[src/rtl/led_serial_shifter.sv]
module led_serial_shifter #(
  parameter int NPORT           = 8,
  parameter int CLK_DIV         = 4,
  parameter int GAP_CYC         = 2500,
  parameter int BLINK_FAST_HALF = 537500,
  parameter int BLINK_SLOW_HALF = 1500000,
  parameter int TEST_CYC        = 25000000
) (
  input  logic             clk,
  input  logic             rst_n,
  input  logic [1:0]       fmt_strap,
  input  logic             no_test_strap,
  input  logic             blink_sel,
  input  logic [NPORT-1:0] link,
  input  logic [NPORT-1:0] speed,
  input  logic [NPORT-1:0] duplex,
  input  logic [NPORT-1:0] coll,
  input  logic [NPORT-1:0] act,
  output logic             led_clk,
  output logic             led_data
);
  localparam int FW    = 3 * NPORT;
  localparam int IW    = $clog2(FW);
  localparam int CMAX  = (GAP_CYC > 2 * CLK_DIV) ? GAP_CYC : 2 * CLK_DIV;
  localparam int CW    = $clog2(CMAX + 1);
  localparam int BMAX  = (BLINK_SLOW_HALF > BLINK_FAST_HALF) ? BLINK_SLOW_HALF : BLINK_FAST_HALF;
  localparam int BW    = $clog2(BMAX + 1);
  localparam int TW    = $clog2(TEST_CYC + 1);

  logic [1:0] fmt_q;
  logic       skip_test_q;

  always_ff @(posedge clk) begin
    if (!rst_n) begin
      fmt_q       <= fmt_strap;
      skip_test_q <= no_test_strap;
    end
  end

  wire two_bit = (fmt_q == 2'b01);
  wire bicolor = (fmt_q == 2'b10);
  wire [IW-1:0] last_bit = two_bit ? IW'(2 * NPORT - 1) : IW'(3 * NPORT - 1);

  logic [BW-1:0] bcnt;
  logic          blink_ph;
  wire  [BW-1:0] half = blink_sel ? BW'(BLINK_FAST_HALF - 1) : BW'(BLINK_SLOW_HALF - 1);

  always_ff @(posedge clk) begin
    if (!rst_n) begin
      bcnt     <= '0;
      blink_ph <= 1'b0;
    end else if (bcnt >= half) begin
      bcnt     <= '0;
      blink_ph <= ~blink_ph;
    end else begin
      bcnt <= bcnt + 1'b1;
    end
  end

  logic [TW-1:0] tcnt;
  logic          test_done;

  always_ff @(posedge clk) begin
    if (!rst_n) begin
      tcnt      <= '0;
      test_done <= 1'b0;
    end else if (!test_done) begin
      if (tcnt == TW'(TEST_CYC - 1)) test_done <= 1'b1;
      else                           tcnt      <= tcnt + 1'b1;
    end
  end

  wire lamp_test = !skip_test_q && !test_done;

  logic [FW-1:0] fvec;

  always_comb begin
    fvec = '1;
    for (int p = 0; p < NPORT; p++) begin
      logic on_la, on_cf;
      on_la = link[p] & ~(act[p] & blink_ph);
      on_cf = coll[p] ? ~blink_ph : duplex[p];
      if (two_bit) begin
        fvec[2*p]   = ~speed[p];
        fvec[2*p+1] = ~on_la;
      end else begin
        fvec[3*p] = ~on_cf;
        if (bicolor) begin
          fvec[3*p+1] = ~(on_la & ~speed[p]);
          fvec[3*p+2] = ~(on_la &  speed[p]);
        end else begin
          fvec[3*p+1] = ~on_la;
          fvec[3*p+2] = ~speed[p];
        end
      end
    end
    if (lamp_test) fvec = {FW{blink_ph}};
  end

  logic          in_gap;
  logic [CW-1:0] cnt;
  logic [IW-1:0] bit_idx;
  logic [FW-1:0] sreg;
  logic          clk_q, data_q;
  logic          frame_lamp_q, frame_lvl_q;

  always_ff @(posedge clk) begin
    if (!rst_n) begin
      in_gap       <= 1'b1;
      cnt          <= '0;
      bit_idx      <= '0;
      sreg         <= '1;
      clk_q        <= 1'b1;
      data_q       <= 1'b1;
      frame_lamp_q <= 1'b0;
      frame_lvl_q  <= 1'b0;
    end else if (in_gap) begin
      if (cnt == CW'(GAP_CYC - 1)) begin
        cnt          <= '0;
        in_gap       <= 1'b0;
        bit_idx      <= '0;
        sreg         <= fvec >> 1;
        data_q       <= fvec[0];
        clk_q        <= 1'b0;
        frame_lamp_q <= lamp_test;
        frame_lvl_q  <= blink_ph;
      end else begin
        cnt <= cnt + 1'b1;
      end
    end else begin
      if (cnt == CW'(CLK_DIV - 1)) clk_q <= 1'b1;
      if (cnt == CW'(2 * CLK_DIV - 1)) begin
        cnt <= '0;
        if (bit_idx == last_bit) begin
          in_gap <= 1'b1;
        end else begin
          bit_idx <= bit_idx + 1'b1;
          clk_q   <= 1'b0;
          data_q  <= sreg[0];
          sreg    <= sreg >> 1;
        end
      end else begin
        cnt <= cnt + 1'b1;
      end
    end
  end

  assign led_clk  = clk_q;
  assign led_data = data_q;


  data_on_fall_chk: assert property (@(posedge clk) disable iff (!rst_n)
    !$stable(led_data) |-> $fell(led_clk));


  gap_clk_high_chk: assert property (@(posedge clk) disable iff (!rst_n)
    (in_gap && $past(in_gap)) |-> led_clk);


  bit_range_chk: assert property (@(posedge clk) disable iff (!rst_n)
    !in_gap |-> (bit_idx <= last_bit));


  lamp_uniform_chk: assert property (@(posedge clk) disable iff (!rst_n)
    (!in_gap && frame_lamp_q) |-> (led_data == frame_lvl_q));


  reset_idle_chk: assert property (@(posedge clk)
    $past(!rst_n) |-> (led_clk && led_data));
endmodule

[config.mk]
export PLATFORM = sky130hd
export DESIGN_NAME = led_serial_shifter
export DESIGN_NICKNAME = d
export VERILOG_FILES = /design/src/rtl/led_serial_shifter.sv
export SDC_FILE = /design/constraint.sdc
export NUM_CORES = 1
export LEC_CHECK = 0
export BUFFER_PORTS_ARGS = -buffer_cell sky130_fd_sc_hd__buf_2
export CAP_MARGIN = 20
export CORE_ASPECT_RATIO = 1.2
export CORE_UTILIZATION = 41
export CTS_BUF_LIST = sky130_fd_sc_hd__clkbuf_8 sky130_fd_sc_hd__clkbuf_16
export DETAILED_ROUTE_END_ITERATION = 10
export HOLD_SLACK_MARGIN = 0.05
export REMOVE_ABC_BUFFERS = 1
export SLEW_MARGIN = 20
export SYNTH_ARGS = -nofsm -noshare
export SYNTH_HDL_FRONTEND = slang
export SYNTH_SLANG_ARGS = --single-unit
[constraint.sdc]
create_clock -name clk -period 6.1 [get_ports clk]
set_clock_uncertainty 0.15 [all_clocks]
set_input_delay 0.305 -clock clk [delete_from_list [all_inputs] [get_ports clk]]
set_output_delay 0.305 -clock clk [all_outputs]
set_load 0.05 [all_outputs]
==> results.ini, run 1 <==
[clock_network]
cts-root-buf = clkbuf_16
clkSlewWorstSetupHoldPaths_ns = 0.07
cts_hold_buf = 3
clock_latency_ns = 0.35
postCtsSetupRepairBufs = 0
cts-resized-gates = 0
cts_sinks = 95
clockBufferDepth = 2
numCtsBuffers = 9
h-tree-depth = 3
tritoncts = built

[setup_path]
rr_worst_depth = 6
crit_path_start_kind = flip-flop
rr_startpoint = fmt_q[1]
path_class = flip-flop to flip-flop
cp.depth = 6
startpoint = fmt_q[1]
cp_max_fo = 17
arrival_ns = 3.27
critical_path_buf_inv_count = 1
worstPathCellList = nand2b_1, a21oi_1, o211ai_1, buf_4, a221oi_1, o21ai_0
cp.required_ns = 6.21
critPathTopFamily = compound AO/OA/AOI/OAI gates
end_kind = flip-flop
slowest_stage = o211ai_1
max_stage_delay_ns = 0.87

[power]
leakage_nw = 2.12
power_density_mw_per_mm2 = 247
irDropWorstVdd_uv = 119

[grt]
overflow = 0
grt_pass1_wl_um = 20700
grt_pass1_vias = 4346
antenna_found_initial = 0
track_usage_pct = 20.0
grt_max_degree = 46

[logic_synthesis]
yosys-top-cells-area = dfxtp_1 (36%), nor2_1 (4.8%), o21ai_0 (4.0%)
synth_area_mm2 = 0.00508
yosysTopAreaCellShare_pct = 36.3
synth-seq-cells = 95
synth_edf_count = 3
syn_inst = 618
yosysTopAreaCell = dfxtp_1
yosys_warnings = 0
synth_cell_types = 63
syn_area_per_cell_um2 = 8.22
synth_seq_area_share_pct = 38.0
synth_flop_cell = dfxtp_1
async_flop_share_pct = 0

[final_layout]
utilization_pct = 47.7
seq_area_mm2 = 0.00193
multi_input_area_mm2 = 0.00289
nNetsFinal = 705
diodes = 0
final_cell_mix = dfxtp_1 (92), nor2_1 (65), buf_2 (47)
final_common_cell = dfxtp_1
nFillCells = 1203
drive_above_1_share_pct = 12.8
syn_to_final_growth_pct = 13.8

[detailed_routing]
drt_iter0_drc = 195
num_vias = 4560
drt_pass1_iterations = 4
viasPerCell = 5.62
wl_per_cell_um = 15.2
drtAntennaViolNets = 0
drcViolationCount = 0
drt_wl_total_um = 12300

[floorplan]
start_util_pct = 41.9
die_y_um = 124
io_pins = 48
dieArea_mm2 = 0.0128
fp.dieW_um = 104
core_region_area_mm2 = 0.0121
num_rows = 44

[worst_hold_path]
hold_path_depth = 4
hold_path_class = input pin to flip-flop
hold_start = duplex[7]

[run]
cap_violations = 0

[timing]
slew_violations = 0
setup-tns-final_ns = 0
rsz0062_at_grt = false
setup_viol = 0
fin_hold_ws_ns = 0.180
period_share_pct = 51.8
hold_violations = 0
tightestPinTransition_ns = 1.03
max-slew-margin-rel_pct = 31.0
timing.fmax_ghz = 0.317
period_minus_slack_ns = 3.16

[placed_design]
dp.final_hpwl_um = 8650
port_buffers = 47
place_congestion = 0.801

[outcome]
status = finished clean

==> power breakdown <==
| group | total (W) | switching, W | internal (W) |
|---|---|---|---|
| Clock | 0.000688 | 0.000248 | 0.000440 |
| Combinational | 0.0000989 | 0.0000589 | 0.0000400 |
| Sequential | 0.000640 | 0.0000101 | 0.000630 |
| Total | 0.00143 | 0.000317 | 0.00111 |
==> flip-flops by register name (all words and copies together), names as in the netlist <==
signal       flops
sreg            24
cnt             12
fmt_q            2
in_gap           1
bit_idx          5
skip_test_q      1
bcnt            21
test_done        1
led_clk          1
blink_ph         1
led_data         1
tcnt            25
==> routing by layer <==
metal / part of all wire [%] / routed length, um / vias to the layer above / global-route usage [%]
li1: - / - / 2310 / -
met1: 45 / 5580 / 2167 / 24.7
met2: 49 / 6040 / 66 / 34.4
met3: 3.7 / 460 / 17 / 3.35
met4: 1.9 / 230 / 0 / 9.24
met5: 0 / 0 / - / 0
==> cell usage after synthesis, types with 3 or more instances <==
library cell,instances
xnor2_1,20
inv_1,22
dfxtp_1,92
and3_1,9
xor2_1,12
nand3_1,32
nand2b_1,20
nor2_1,65
or4_1,6
o21ai_0,41
a221oi_1,16
edfxtp_1,3
a31oi_1,5
nand2_1,44
ha_1,14
o221ai_1,5
a21bo_2,4
nor2b_1,3
o211ai_1,13
buf_2,6
clkbuf_1,29
a211oi_1,4
or3_1,15
a21oi_1,37
nor3_1,12
nor4_1,3
a41oi_1,5
nand4_1,19
o31ai_1,7
mux2i_1,8
a21boi_0,7
==> tightest hold or removal path, delay by kind of cell <==
family	cells	cell delay, ns
compound gates	3	0.25
buf+inv	1	0.08
==> cells by family after synthesis <==
| logic type | Yosys count | synth area share (%) |
|---|---|---|
| AND/OR/NAND/NOR | 250 | 25.7 |
| flip-flops | 95 | 38.0 |
| adder cells (fa/ha/maj) | 14 | 3.45 |
| AO/OA/AOI/OAI | 159 | 20.7 |
| buffers and inverters | 60 | 4.95 |
| XOR/XNOR | 32 | 5.52 |
| multiplexers | 8 | 1.58 |
==> path summary, 6_finish.rpt <==
| kind | slack [ns] | endpoint |
|---|---|---|
| min | 0.18 | sreg[20] |
| max reg2reg | 2.94 | sreg[0] |
| min reg2reg | 0.31 | sreg[23] |
| max | 2.94 | sreg[0] |
==> final cells by class <==
type / count / share of cell area (%)
flip-flops and latches: 95 / 33.4
inverters: 22 / 1.43
clock inverters: 7 / 2.34
repair buffers: 54 / 5.37
multi-input cells: 463 / 50.1
clock buffers: 9 / 3.90
well taps: 161 / 3.48
==> per-stage QoR <==
step / power [W] / instance area [um^2] / setup slack [ns] / std cells
4_1_cts: 0.00144 / 5780 / 2.96 / 811
5_1_grt: 0.00148 / 5780 / 2.63 / 811
2_1_floorplan: 0.000706 / 4910 / 3.37 / 580
6_report: 0.00143 / 5780 / 2.94 / 811
3_5_place_dp: 0.000751 / 5390 / 2.97 / 792
3_3_place_gp: 0.000747 / 5360 / 3.14 / 790
(Power assumes the default switching activity.)
==> inputs of run 2 (changes only) <==
--- a/config.mk
+++ b/config.mk
@@ -5,6 +5,7 @@
 export SDC_FILE = /design/constraint.sdc
 export NUM_CORES = 1
 export LEC_CHECK = 0
+export ABC_AREA = 1
 export BUFFER_PORTS_ARGS = -buffer_cell sky130_fd_sc_hd__buf_2
 export CAP_MARGIN = 20
 export CORE_ASPECT_RATIO = 1.2
==> constraint.sdc (replaced) <==
create_clock -name clk -period 2.7 [get_ports clk]
set_clock_uncertainty 0.15 [all_clocks]
set_input_delay 0.135 -clock clk [delete_from_list [all_inputs] [get_ports clk]]
set_output_delay 0.135 -clock clk [all_outputs]
set_load 0.05 [all_outputs]
==> results.ini, run 2 <==
[timing]
hold_violations = 0  ; unchanged
tightestPinTransition_ns = 0.692  ; was 1.03 ns
setup-tns-final_ns = 0  ; unchanged
setup_viol = 0  ; unchanged
timing.fmax_ghz = 0.495  ; was 0.317 GHz
max-slew-margin-rel_pct = 53.8  ; was 31.0%
rsz0062_at_grt = false  ; unchanged
slew_violations = 0  ; unchanged
period_share_pct = 74.8  ; was 51.8%
period_minus_slack_ns = 2.02  ; was 3.16 ns

[final_layout]
syn_to_final_growth_pct = 12.8  ; was 13.8%
nNetsFinal = 973  ; was 705
largest_register = tcnt  ; unchanged
final_common_cell = nand2_1  ; was dfxtp_1
diodes = 0  ; unchanged
largest_reg_flops = 25  ; unchanged
final_cell_mix = nand2_1 (273), nor2_1 (118), dfxtp_1 (92)  ; was dfxtp_1 (92), nor2_1 (65), buf_2 (47)
drive_above_1_share_pct = 10.7  ; was 12.8%
top_regs = tcnt (25), sreg (24), bcnt (21)  ; unchanged
final_cells = 1086  ; was 811

[grt]
antenna_found_initial = 0  ; unchanged
track_usage_pct = 19.8  ; was 20.0%
overflow = 0  ; unchanged
grt_pass1_wl_um = 22200  ; was 20700 um
grt_max_degree = 39  ; was 46
grt_pass1_vias = 4876  ; was 4346

[setup_path]
worstPathCellList = ha_1, nand2_1, inv_1, nand2_1, nor2_1, nand2_1, nand2_1, nand3_4, inv_2, o21ai_0, o21ai_0  ; was nand2b_1, a21oi_1, o211ai_1, buf_4, a221oi_1, o21ai_0
critPathTopFamily = simple AND/OR/NAND/NOR gates  ; was compound AO/OA/AOI/OAI gates
r2r_setup_slack_ns = 0.68  ; was 2.94 ns
rr_startpoint = cnt[0]  ; was fmt_q[1]
cp.required_ns = 2.84  ; was 6.21 ns
cp_max_fo = 23  ; was 17
crit_path_start_kind = flip-flop  ; unchanged
arrival_ns = 2.16  ; was 3.27 ns
critical_path_buf_inv_count = 2  ; was 1
slowest_stage = dfxtp_1  ; was o211ai_1
r2r_end = sreg[12]  ; was sreg[0]
cpMostUsedCell = nand2_1
rr_worst_depth = 11  ; was 6
path_class = flip-flop to flip-flop  ; unchanged
end_kind = flip-flop  ; unchanged
max_stage_delay_ns = 0.35  ; was 0.87 ns

[logic_synthesis]
syn_area_per_cell_um2 = 6.50  ; was 8.22 um^2
syn_inst = 872  ; was 618
synth_seq_area_share_pct = 34.1  ; was 38.0%
synth_flop_cell = dfxtp_1  ; unchanged
yosysTopAreaCell = dfxtp_1  ; unchanged
yosys_warnings = 0  ; unchanged
async_flop_share_pct = 0  ; unchanged
synth_edf_count = 3  ; unchanged
synth_area_mm2 = 0.00567  ; was 0.00508 mm^2
yosysTopAreaCellShare_pct = 32.5  ; was 36.3%
synth.most_common_cell = nand2_1  ; was dfxtp_1
synth-seq-cells = 95  ; unchanged
yosys-top-cells-area = dfxtp_1 (33%), nand2_1 (18%), nor2_1 (7.8%)  ; was dfxtp_1 (36%), nor2_1 (4.8%), o21ai_0 (4.0%)
synth_commonest_cells = nand2_1 (273), nor2_1 (118), dfxtp_1 (92)  ; was dfxtp_1 (92), nor2_1 (65), nand2_1 (44)
synth_cell_types = 39  ; was 63

[floorplan]
die_y_um = 131  ; was 124 um
num_rows = 46  ; was 44
dieArea_mm2 = 0.0143  ; was 0.0128 mm^2
io_pins = 48  ; unchanged
core_region_area_mm2 = 0.0134  ; was 0.0121 mm^2
start_util_pct = 42.4  ; was 41.9%
fp.dieW_um = 109  ; was 104 um

[placed_design]
dp.cells = 1065  ; was 792
dp.final_hpwl_um = 9630  ; was 8650 um
place_congestion = 0.829  ; was 0.801
port_buffers = 47  ; unchanged

[detailed_routing]
drcViolationCount = 0  ; unchanged
wl_per_cell_um = 12.3  ; was 15.2 um
drt_iter0_drc = 252  ; was 195
drtAntennaViolNets = 0  ; unchanged
drt_pass1_iterations = 5  ; was 4
num_vias = 5409  ; was 4560
drt_wl_total_um = 13300  ; was 12300 um
viasPerCell = 4.98  ; was 5.62

[clock_network]
numCtsBuffers = 9  ; unchanged
postCtsSetupRepairBufs = 0  ; unchanged
tritoncts = built  ; unchanged
cts-resized-gates = 0  ; unchanged
cts_sinks = 95  ; unchanged
clock_latency_ns = 0.35  ; about the same
clkSlewWorstSetupHoldPaths_ns = 0.07  ; about the same
h-tree-depth = 3  ; unchanged
clockBufferDepth = 2  ; unchanged
cts-root-buf = clkbuf_16  ; unchanged
cts_hold_buf = 5  ; was 3

[power]
internal-power_w = 0.00231  ; was 0.00111 W
pwr-share-comb_pct = 7.1  ; was 6.9%
switching_power_w = 0.000731  ; was 0.000317 W
pwr-share-clk_pct = 45.7  ; was 48.2%
irDropWorstVdd_uv = 329  ; was 119 uV
p_sw_share_pct = 24.0  ; was 22.2%
leakage_nw = 2.55  ; was 2.12 nW
power_density_mw_per_mm2 = 476  ; was 247 mW/mm^2
p_total_w = 0.00304  ; was 0.00143 W
p_seq_share_pct = 47.2  ; was 44.9%

[worst_hold_path]
holdPathEnd = sreg[8]  ; was sreg[20]
hold_path_depth = 6  ; was 4
hold_path_class = input pin to flip-flop  ; unchanged
hold_start = duplex[3]  ; was duplex[7]

[outcome]
status = finished clean  ; unchanged

[run]
cap_violations = 0  ; unchanged

[run 2: cell types whose count changed after synthesis, sizes merged, moves of 20 or more]
cell    change
nand2b     -20
inv        +47
nor2       +57
a21oi      +33
nand2     +231
[run 2: worst max path at each step]
stage               startpoint       end  slack (ns)  cells after the start
floorplan               in_gap  led_data        0.46                      5
global placement     blink_sel  bcnt[19]        0.73                     11
detailed placement      cnt[0]   sreg[6]        0.66                     11
CTS                     cnt[0]   sreg[6]        0.66                     11
global route            cnt[0]  sreg[12]        0.44                     11
finish                  cnt[0]  sreg[12]        0.68                     11
[run 2: cells by family (layout without fill, tap and decap cells)]
family | after synthesis | count (layout) | share of synthesized area [%]
buffers and inverters | 102 | 148 | 7.71
flip-flops | 95 | 95 | 34.1
AO/OA/AOI/OAI | 152 | 152 | 15.2
adder cells (fa/ha/maj) | 14 | 14 | 3.09
AND/OR/NAND/NOR | 474 | 474 | 34.5
XOR/XNOR | 35 | 35 | 5.41
[run 2: area by class of cell]
| type | instances | area [um^2] |
|---|---|---|
| Inverter | 70 | 265 |
| Timing Repair Buffer | 62 | 360 |
| Clock buffer | 11 | 264 |
| Tap cell | 168 | 210 |
| Multi-Input combinational cell | 675 | 3300 |
| Fill cell | 1397 | 6960 |
| Clock inverter | 5 | 63.8 |
| Sequential cell | 95 | 1930 |
[run 2: metrics by stage]
step	hold WS (ns)	instance area (um^2)	setup WS, ns	util, %
2_1_floorplan	0.0537	5500	0.458	-
3_3_place_gp	0.163	6020	0.726	45.1
3_5_place_dp	0.165	6020	0.659	45.1
4_1_cts	0.0503	6390	0.660	47.9
5_1_grt	0.0786	6390	0.436	47.9
6_report	0.0508	6390	0.679	47.9
[run 2: routing by layer]
layer	vias up	track usage (%)	wire length, um
li1	2901	-	-
met1	2408	23.7	6190
met2	82	34.8	6470
met3	18	3.82	455
met4	0	7.45	223
met5	-	0	0
[run 2: worst register-to-register path: cells and delay by family (launching register included)]
kind / cells / cell delay, ns
AOI/OAI and AO/OA: 2 / 0.30
buffers and inverters: 2 / 0.40
DFF: 1 / 0.35
adders and majority gates: 1 / 0.19
and+or+nand+nor: 6 / 0.55
[run 2: power groups by stage]
stage	logic [W]	registers, W	clock network, W
after global placement	0.000211	0.00147	0
after CTS	0.000218	0.00144	0.00143
final	0.000217	0.00144	0.00139
after floorplan	0.000129	0.00146	0
after detailed placement	0.000211	0.00147	0
after global routing	0.000248	0.00144	0.00149
